`src/rtl/ovl_pkg.sv`:
```
package ovl_pkg;
  parameter int ADDR_W  = 16;
  parameter int BANK_N  = 4;
  parameter int BANK_W  = $clog2(BANK_N + 1);
  parameter int BSEL_W  = $clog2(BANK_N);
  parameter logic [7:0] PORT_MAP = 8'hF2;
  parameter logic [7:0] PORT_PROT = 8'h7F;
  parameter int MAP_BIT  = 5;
  parameter int PROT_BIT = 7;
  parameter logic [ADDR_W-1:0] OVL_END   = 16'h2000;
  parameter logic [ADDR_W-1:0] ROM1_BASE = 16'h1000;
  parameter logic [ADDR_W-1:0] ORAM_LO   = 16'h1400;
  parameter logic [ADDR_W-1:0] ORAM_HI   = 16'h17FF;
endpackage

```
`src/rtl/ovl_ctrl_regs.sv`:
```
module ovl_ctrl_regs
  import ovl_pkg::*;
(
  input  logic       clk_i,
  input  logic       rst_ni,
  input  logic       io_wr_i,
  input  logic [7:0] io_addr_i,
  input  logic [7:0] io_data_i,
  output logic       ovl_en_o,
  output logic       oram_wr_ok_o
);
  logic [7:0] map_q, prot_q;

  always_ff @(posedge clk_i or negedge rst_ni) begin
    if (!rst_ni) begin
      map_q  <= '0;
      prot_q <= '0;
    end else if (io_wr_i) begin
      if (io_addr_i == PORT_MAP)  map_q  <= io_data_i;
      if (io_addr_i == PORT_PROT) prot_q <= io_data_i;
    end
  end

  assign ovl_en_o     = ~map_q[MAP_BIT];
  assign oram_wr_ok_o = prot_q[PROT_BIT];

  AST_CTRL_HOLD: assert property (@(posedge clk_i) disable iff (!rst_ni)
    !io_wr_i |=> $stable(map_q) && $stable(prot_q));
  AST_MAP_LOAD: assert property (@(posedge clk_i) disable iff (!rst_ni)
    (io_wr_i && io_addr_i == PORT_MAP) |=> map_q == $past(io_data_i));
  AST_PROT_LOAD: assert property (@(posedge clk_i) disable iff (!rst_ni)
    (io_wr_i && io_addr_i == PORT_PROT) |=> prot_q == $past(io_data_i));
endmodule

```
`src/rtl/ovl_region_decode.sv`:
```
module ovl_region_decode
  import ovl_pkg::*;
(
  input  logic [ADDR_W-1:0] addr_i,
  input  logic              ovl_en_i,
  output logic              hit_o,
  output logic              rom0_o,
  output logic              rom1_o,
  output logic              oram_o
);
  logic in_low, in_oram;

  assign in_low  = addr_i < OVL_END;
  assign in_oram = (addr_i >= ORAM_LO) && (addr_i <= ORAM_HI);

  assign hit_o  = ovl_en_i && in_low;
  // overlay RAM window wins over ROM 1
  assign oram_o = hit_o && in_oram;
  assign rom0_o = hit_o && (addr_i < ROM1_BASE);
  assign rom1_o = hit_o && (addr_i >= ROM1_BASE) && !in_oram;
endmodule

```
`src/rtl/sram_bank_decode.sv`:
```
module sram_bank_decode
  import ovl_pkg::*;
(
  input  logic [ADDR_W-1:0] addr_i,
  input  logic              en_i,
  input  logic [BANK_W-1:0] banks_i,
  output logic [BANK_N-1:0] sel_o
);
  localparam int TOP = ADDR_W - 1;
  localparam int LSB = ADDR_W - BSEL_W;

  logic [BSEL_W-1:0] idx;
  assign idx = addr_i[TOP:LSB];

  for (genvar k = 0; k < BANK_N; k++) begin : g_bank
    assign sel_o[k] = en_i && (idx == BSEL_W'(k)) && (BANK_W'(k) < banks_i);
  end
endmodule

```
`src/rtl/boot_overlay_decoder.sv`:
```
module boot_overlay_decoder
  import ovl_pkg::*;
(
  input  logic              clk_i,
  input  logic              rst_ni,
  input  logic [ADDR_W-1:0] addr_i,
  input  logic              rd_i,
  input  logic              wr_i,
  input  logic              io_wr_i,
  input  logic [7:0]        io_addr_i,
  input  logic [7:0]        io_data_i,
  input  logic [BANK_W-1:0] banks_i,
  output logic              rom0_cs_o,
  output logic              rom1_cs_o,
  output logic              oram_cs_o,
  output logic [BANK_N-1:0] sram_cs_o,
  output logic              wr_en_o
);
  logic ovl_en, oram_wr_ok;
  logic hit, rom0, rom1, oram;
  logic access, sram_en;

  ovl_ctrl_regs u_ctrl (
    .clk_i        (clk_i),
    .rst_ni       (rst_ni),
    .io_wr_i      (io_wr_i),
    .io_addr_i    (io_addr_i),
    .io_data_i    (io_data_i),
    .ovl_en_o     (ovl_en),
    .oram_wr_ok_o (oram_wr_ok)
  );

  ovl_region_decode u_region (
    .addr_i   (addr_i),
    .ovl_en_i (ovl_en),
    .hit_o    (hit),
    .rom0_o   (rom0),
    .rom1_o   (rom1),
    .oram_o   (oram)
  );

  assign access = rd_i || wr_i;

  always_comb begin
    rom0_cs_o = 1'b0;
    rom1_cs_o = 1'b0;
    oram_cs_o = 1'b0;
    sram_en   = 1'b0;
    if (hit) begin
      if (oram)        oram_cs_o = access && (!wr_i || oram_wr_ok);
      else if (wr_i)   sram_en   = 1'b1;  // ROM write falls through
      else begin
        rom0_cs_o = rd_i && rom0;
        rom1_cs_o = rd_i && rom1;
      end
    end else begin
      sram_en = access;
    end
  end

  sram_bank_decode u_banks (
    .addr_i  (addr_i),
    .en_i    (sram_en),
    .banks_i (banks_i),
    .sel_o   (sram_cs_o)
  );

  assign wr_en_o = wr_i && (rom0_cs_o || rom1_cs_o || oram_cs_o || (|sram_cs_o));

  AST_ONE_SELECT: assert property (@(posedge clk_i) disable iff (!rst_ni)
    $onehot0({rom0_cs_o, rom1_cs_o, oram_cs_o, sram_cs_o}));
  AST_IDLE_QUIET: assert property (@(posedge clk_i) disable iff (!rst_ni)
    !(rd_i || wr_i) |-> !(rom0_cs_o || rom1_cs_o || oram_cs_o || (|sram_cs_o)));
  AST_OVL_READ_NO_SRAM: assert property (@(posedge clk_i) disable iff (!rst_ni)
    (ovl_en && rd_i && !wr_i && addr_i < OVL_END) |-> sram_cs_o == '0);
  AST_ROM_WRITE_FALL: assert property (@(posedge clk_i) disable iff (!rst_ni)
    (ovl_en && wr_i && addr_i < OVL_END && !oram) |-> sram_cs_o[0] && wr_en_o);
  AST_PROT_BLOCK: assert property (@(posedge clk_i) disable iff (!rst_ni)
    (hit && oram && wr_i && !oram_wr_ok) |-> !oram_cs_o && !wr_en_o);
  AST_ORAM_NO_SRAM: assert property (@(posedge clk_i) disable iff (!rst_ni)
    (hit && oram) |-> sram_cs_o == '0);
  AST_BANK_LIMIT: assert property (@(posedge clk_i) disable iff (!rst_ni)
    (BANK_W'(addr_i[ADDR_W-1:ADDR_W-BSEL_W]) >= banks_i) |-> sram_cs_o == '0);
endmodule

```
`config.mk`:
```
export PLATFORM = sky130hd
export DESIGN_NAME = boot_overlay_decoder
export DESIGN_NICKNAME = d
export VERILOG_FILES = /design/src/rtl/ovl_pkg.sv /design/src/rtl/ovl_ctrl_regs.sv /design/src/rtl/ovl_region_decode.sv /design/src/rtl/sram_bank_decode.sv /design/src/rtl/boot_overlay_decoder.sv
export SDC_FILE = /design/constraint.sdc
export NUM_CORES = 1
export LEC_CHECK = 0
export BUFFER_PORTS_ARGS = -buffer_cell sky130_fd_sc_hd__buf_4
export CAP_MARGIN = 20
export CORE_AREA = 4 4 41 43
export CTS_CLUSTER_DIAMETER = 120
export DETAILED_ROUTE_END_ITERATION = 6
export DIE_AREA = 0 0 45 47
export REMOVE_ABC_BUFFERS = 1
export SYNTH_ARGS = -nofsm -noshare
export SYNTH_HDL_FRONTEND = slang
export SYNTH_SLANG_ARGS = --single-unit
```
`constraint.sdc`:
```
create_clock -name clk_i -period 1.81 [get_ports clk_i]
set_input_delay 0.362 -clock clk_i [delete_from_list [all_inputs] [get_ports clk_i]]
set_output_delay 0.362 -clock clk_i [all_outputs]
set_load 0.01 [all_outputs]
```
==> results of run 1 <==
-- cell usage after synthesis (all sizes together) --
cell type,number
and3,1
nand2,1
mux2i,1
or3b,2
nor3b,1
o22ai,1
or3,1
nor4b,1
nor2,2
a21oi,1
a211oi,1
nand2b,2
a31oi,1
o21ai,3
nor3,4
dfrtp,2
nor4,1
o41ai,1
inv,2
maj3,1
nand4,2
and4b,1
or2,1
mux2,2
-- timing repair --
item / CTS / global route
resized for setup: 7 / 3
setup endpoints to repair: 4 / 5
cloned: 0 / 0
pin swaps: 8 / 1
hold buffers: 1 / 0
buffers inserted: 2 / 1
endpoints found under the hold margin: 2 / 0
-- cells in the final DEF (no fill, tap or decap) --
master         instances
or3b_4                 2
nand2b_1               2
o21ai_1                1
nor2_1                 2
nor3_4                 1
nor4_1                 1
or3_4                  1
buf_4                 36
a211oi_1               1
o22ai_1                1
inv_1                  2
nor3b_1                1
maj3_1                 1
nor3_1                 3
nand4_1                2
dfrtp_1                2
mux2_2                 2
or2_4                  1
mux2i_1                1
o41ai_1                1
dlygate4sd3_1          1
nor4b_1                1
a31oi_2                1
and4b_1                1
o21ai_0                2
and3_1                 1
a21oi_1                1
nand2_1                1
clkbuf_4               3
buf_6                  3
-- cell families (layout without fill, tap and decap cells) --
kind of cell / count (synthesis) / after routing / synth area share
AOI/OAI and AO/OA: 8 / 8 / 0.1765
adders and majority gates: 1 / 1 / 0.03620
buffers and inverters: 2 / 45 / 0.02716
DFF: 2 / 2 / 0.1810
muxes: 3 / 3 / 0.1176
and+or+nand+nor: 20 / 20 / 0.4616
-- area by class of cell --
class | count | area share
timing repair buffer | 40 | 0.4763
multi-input combinational | 32 | 0.3738
sequential | 2 | 0.07590
clock buffer | 3 | 0.03416
tap | 15 | 0.02846
inverter | 2 | 0.01139
-- metrics by stage --
step	utilization	instances
after floorplan	-	36
after global placement	0.4346	87
after detailed placement	0.4346	87
after CTS	0.4885	93
after global routing	0.5067	94
final	0.5067	94
-- how the worst min path moves through the flow --
stage,cells past startpoint,to,slack [ns],startpoint
4_1_cts,2,u_ctrl.prot_q[7],0.37,io_data_i[7]
3_5_place_dp,1,u_ctrl.prot_q[7],0.15,rst_ni
6_report,2,u_ctrl.prot_q[7],0.38,io_data_i[7]
5_1_grt,2,u_ctrl.prot_q[7],0.37,io_data_i[7]
2_1_floorplan,0,u_ctrl.map_q[5],0.07,rst_ni
3_3_place_gp,1,u_ctrl.prot_q[7],0.15,rst_ni
-- sequential cells by signal, indices dropped and copies added (netlist names) --
name           flops
u_ctrl.prot_q      1
u_ctrl.map_q       1
-- worst register-to-register path: cells and delay by family (launching register included) --
| kind | cells | cell delay (ns) |
|---|---|---|
| flip-flops | 1 | 0.38 |
| multiplexers | 1 | 0.26 |
| buffers and inverters | 1 | 0.15 |
-- routing by layer --
metal | up-vias | wire, µm | track usage
met3 | 2 | 118 | 0.03448
met2 | 25 | 531 | 0.2119
li1 | 230 | - | -
met1 | 195 | 466 | 0.1159
met5 | - | 0 | 0
met4 | 0 | 11 | 0.07018
-- report_power, final --
group / switching, µW / internal (µW) / leakage, µW
Sequential: 1.54 / 47.2 / 0.0000276
Clock: 23.7 / 73.0 / 0.0000138
Combinational: 39.5 / 71.1 / 0.000281
Total: 64.8 / 191 / 0.000323
==> qor.yml, run 1 <==
die_h_um: 47
yosys_warnings: 0
crit_buf_inv: 1
antenna_found_initial: 0
syn_area_um2: 276.5
reg2reg_depth: 2
yosys-top-cells-area: "dfrtp_1, mux2_2, nor3_1"
grt_usage: 0.1161
start_util: 0.2125
vias_per_cell: 4.809
worst_slew_pin_slew_ns: 0.3842
cts_tree: "yes"
slew_violations: 0
timing.fmax_ghz: 0.5063
final-setup-viol-count: 5
criticalPathCategory: "reg -> out"
r2r-end: "u_ctrl.map_q[5]"
fin_setup_tns_ns: -0.6063
finish.instance_area_um2: 659.4
nFillCells: 140
syn_area_per_cell_um2: 7.681
hp-class: "in -> reg"
crit_path_end: "wr_en_o"
numCtsBuffers: 3
startpoint: "u_ctrl.map_q[5]"
multi_input_comb_area_um2: 246.5
grt.overflow.total: 0
firstDrtPassIters: 4
worstPathMaxFanout: 3
worst_path_max_delay_cell: "o41ai_1"
cts_root_buffer: "clkbuf_4"
gp_congestion: 0.7114
die_w_um: 45
grt_pass1_wl_mm: 1.794
setup_ws_ns: -0.1650
drv_cap: 0
whs_ns: 0.3770
path_depth: 4
yosys.area.top_type: "dfrtp_1"
start_kind: "register"
p_per_area_nw_per_um2: 388.5
drt_iter0_drc: 1
worst_ir_drop_vdd_mv: 0.2788
clock_skew_ns: 0
cp.arrival_ns: 1.61
total_power_uw: 256.2
netlist_instances: 36
drcViolationCount: 0
slew_headroom: 0.7405
htreeDepth: 1
clkTransAtPathRegs_ns: 0.03
endpoint_kind: "output pin"
rows: 13
cp_cell_sequence: "or3b_4, o41ai_1, a31oi_2, buf_4"
grt_pass1_vias: 479
period_share: 1.091
io_pins: 48
violations: "setup timing"
max_stage_delay_ns: 0.41
core_area_um2: 1301
rsz0062_at_grt: "true"
nets: 121
crit_family: "compound AO/OA/AOI/OAI gates"
hold_viol_final: 0
hpwlAfterDp_um: 927.5
pre_cts_ws_ns: -0.1138
rr_startpoint: "u_ctrl.map_q[5]"
synth_top_area_frac: 0.1810
cts_sinks: 2
power_leakage_uw: 0.0003227
clk_latency_ns: 0.22
n_antenna_cell: 0
die_area_um2: 2115
synth_cell_types: 25
seq_area_frac_synth: 0.1810
layout-drive-gt1-share: 0.6329
grt_start_max_net_pins: 7
areaGrowthSynthToFinish_pct: 138.5
r2r_slack_ns: 0.91
vias: 452
synth-seq-cells: 2
place_area_um2: 565.5
status: "finished, violations left"
critPathRequiredTime_ns: 1.45
place.port_buffers: 31
period_needed_ns: 1.975
detail-route-antenna-nets: 0
seq_area_um2: 50.05
clock_path_buffers: 2
wirelength_mm: 1.128
wl_per_cell_um: 12.00
Note: power is estimated with default switching activity, not from simulation.
==> run 2: changes to the inputs <==
- PLACE_DENSITY: unset -> 0.67
- clock period: 1.81 -> 1.8 ns (I/O delays scaled with it)
==> qor.yml, run 2 (same netlist as run 1, synthesis figures left out) <==
status: "finished, violations left"
violations: "setup timing"
wirelength_mm: 1.201  # +6.5%
wl_per_cell_um: 12.91  # +7.6%
hold_viol_final: 0  # unchanged
crit_path_end: "wr_en_o"
numCtsBuffers: 3  # unchanged
start_util: 0.2125  # unchanged
endpoint_kind: "output pin"
cts_sinks: 2  # unchanged
clock_skew_ns: 0  # unchanged
rsz0062_at_grt: "true"
p_per_area_nw_per_um2: 394.2  # +1.5%
vias: 470  # +4.0%
layout-drive-gt1-share: 0.6538  # +0.02093
clk_latency_ns: 0.22  # about the same
place.port_buffers: 31  # unchanged
rows: 13  # unchanged
final_cell_mix: "buf_4, nor3_1, clkbuf_4"
vias_per_cell: 5.054  # +5.1%
mostFrequentLayoutCell: "buf_4"
htreeDepth: 1  # unchanged
grt_start_max_net_pins: 7  # unchanged
reg2reg_depth: 2  # unchanged
pre_cts_ws_ns: -0.1429  # -0.02918 ns
die_h_um: 47  # unchanged
r2r_slack_ns: 0.92  # about the same
n_antenna_cell: 0  # unchanged
final-setup-viol-count: 4  # -1
worst_slew_pin_slew_ns: 0.2963  # -0.08791 ns
io_pins: 48  # unchanged
critPathRequiredTime_ns: 1.44  # about the same
whs_ns: 0.3687  # -0.008302 ns
nets: 120  # -0.83%
drv_cap: 0  # unchanged
cts_tree: "yes"
timing.fmax_ghz: 0.5104
power_leakage_uw: 0.0003184  # -1.3%
worst_path_max_delay_cell: "or3b_4"
detail-route-antenna-nets: 0  # unchanged
nFillCells: 136  # -2.9%
period_share: 1.088
max_stage_delay_ns: 0.40  # about the same
period_needed_ns: 1.959
die_area_um2: 2115  # unchanged
grt.overflow.total: 0  # unchanged
core_area_um2: 1301  # unchanged
grt_usage: 0.1193  # +0.003160
min_path_cells: 2  # unchanged
cp_cell_sequence: "or3b_4, or3_4, a31oi_2, buf_4"
die_w_um: 45  # unchanged
crit_buf_inv: 1  # unchanged
worst_ir_drop_vdd_mv: 0.2035  # -27%
startpoint: "u_ctrl.map_q[5]"
cp.arrival_ns: 1.60  # about the same
slew_headroom: 0.8003  # +0.05980
areaGrowthSynthToFinish_pct: 140.3
hpwlAfterDp_um: 941.5  # +1.5%
gp_congestion: 0.7049  # -0.91%
firstDrtPassIters: 2  # -2
slew_violations: 0  # unchanged
rr_startpoint: "u_ctrl.map_q[5]"
drcViolationCount: 0  # unchanged
grt_pass1_wl_mm: 1.738  # -3.1%
start_kind: "register"
antenna_found_initial: 0  # unchanged
total_power_uw: 261.9  # +2.2%
reg.largest.list: "u_ctrl.map_q x1, u_ctrl.prot_q x1"
hp-class: "in -> reg"
criticalPathCategory: "reg -> out"
grt_pass1_vias: 475  # -0.84%
cts_root_buffer: "clkbuf_4"
setup_ws_ns: -0.1591  # +0.005920 ns
clkTransAtPathRegs_ns: 0.03  # about the same
path_depth: 4  # unchanged
final_util: 0.5106  # +0.003846
r2r-end: "u_ctrl.map_q[5]"
crit_family: "simple AND/OR/NAND/NOR gates"
worstPathMaxFanout: 3  # unchanged
clock_path_buffers: 2  # unchanged
drt_iter0_drc: 3  # +2
## run 2: stage by stage
step	TNS [ns]	instances	cell area [µm²]
final	-0.3490	93	664.4
after global routing	-0.5786	93	664.4
after CTS	-0.3471	93	641.9
after detailed placement	-0.4310	89	580.6
after global placement	-0.4686	89	580.6
after floorplan	0	36	276.5
## run 2: where the power goes
group / switching (µW) / internal, µW
combinational: 43.0 / 70.5
clock: 25.6 / 73.5
sequential: 1.81 / 47.5
## run 2: cell type report
type                            count  area [µm²]  area share
Timing Repair Buffer               39       302.8      0.4557
Multi-Input combinational cell     32       262.8      0.3955
Sequential cell                     2       50.05     0.07533
Clock buffer                        3       22.52     0.03390
Tap cell                           15       18.77     0.02825
Inverter                            2       7.507     0.01130
## run 2: how the worst min path moves through the flow
| stage | start | to | slack (ns) |
|---|---|---|---|
| 2_1_floorplan | rst_ni | u_ctrl.map_q[5] | 0.06 |
| 3_3_place_gp | rst_ni | u_ctrl.prot_q[7] | 0.14 |
| 3_5_place_dp | rst_ni | u_ctrl.map_q[5] | 0.14 |
| 4_1_cts | io_data_i[5] | u_ctrl.map_q[5] | 0.36 |
| 5_1_grt | io_data_i[7] | u_ctrl.prot_q[7] | 0.37 |
| 6_report | io_data_i[5] | u_ctrl.map_q[5] | 0.37 |
## run 2: what timing repair did
action,in CTS,in global routing
resized for setup,8,3
buffers inserted,0,0
pin swaps,8,2
setup endpoints to repair,5,5
hold buffers,1,0
endpoints found under the hold margin,2,0
## run 2: metal layers
layer  share of wire  track usage  up-vias
met2            0.57       0.2429       23
met1            0.30      0.09545      214
li1                -            -      229
met5               0            0        -
met4           0.022      0.08772        0
met3            0.11      0.03065        4
## run 2: worst register-to-register path, delay by kind of cell (launching register included)
family	cells	cell delay, ns
mux	1	0.25
buf+inv	1	0.15
flops	1	0.36
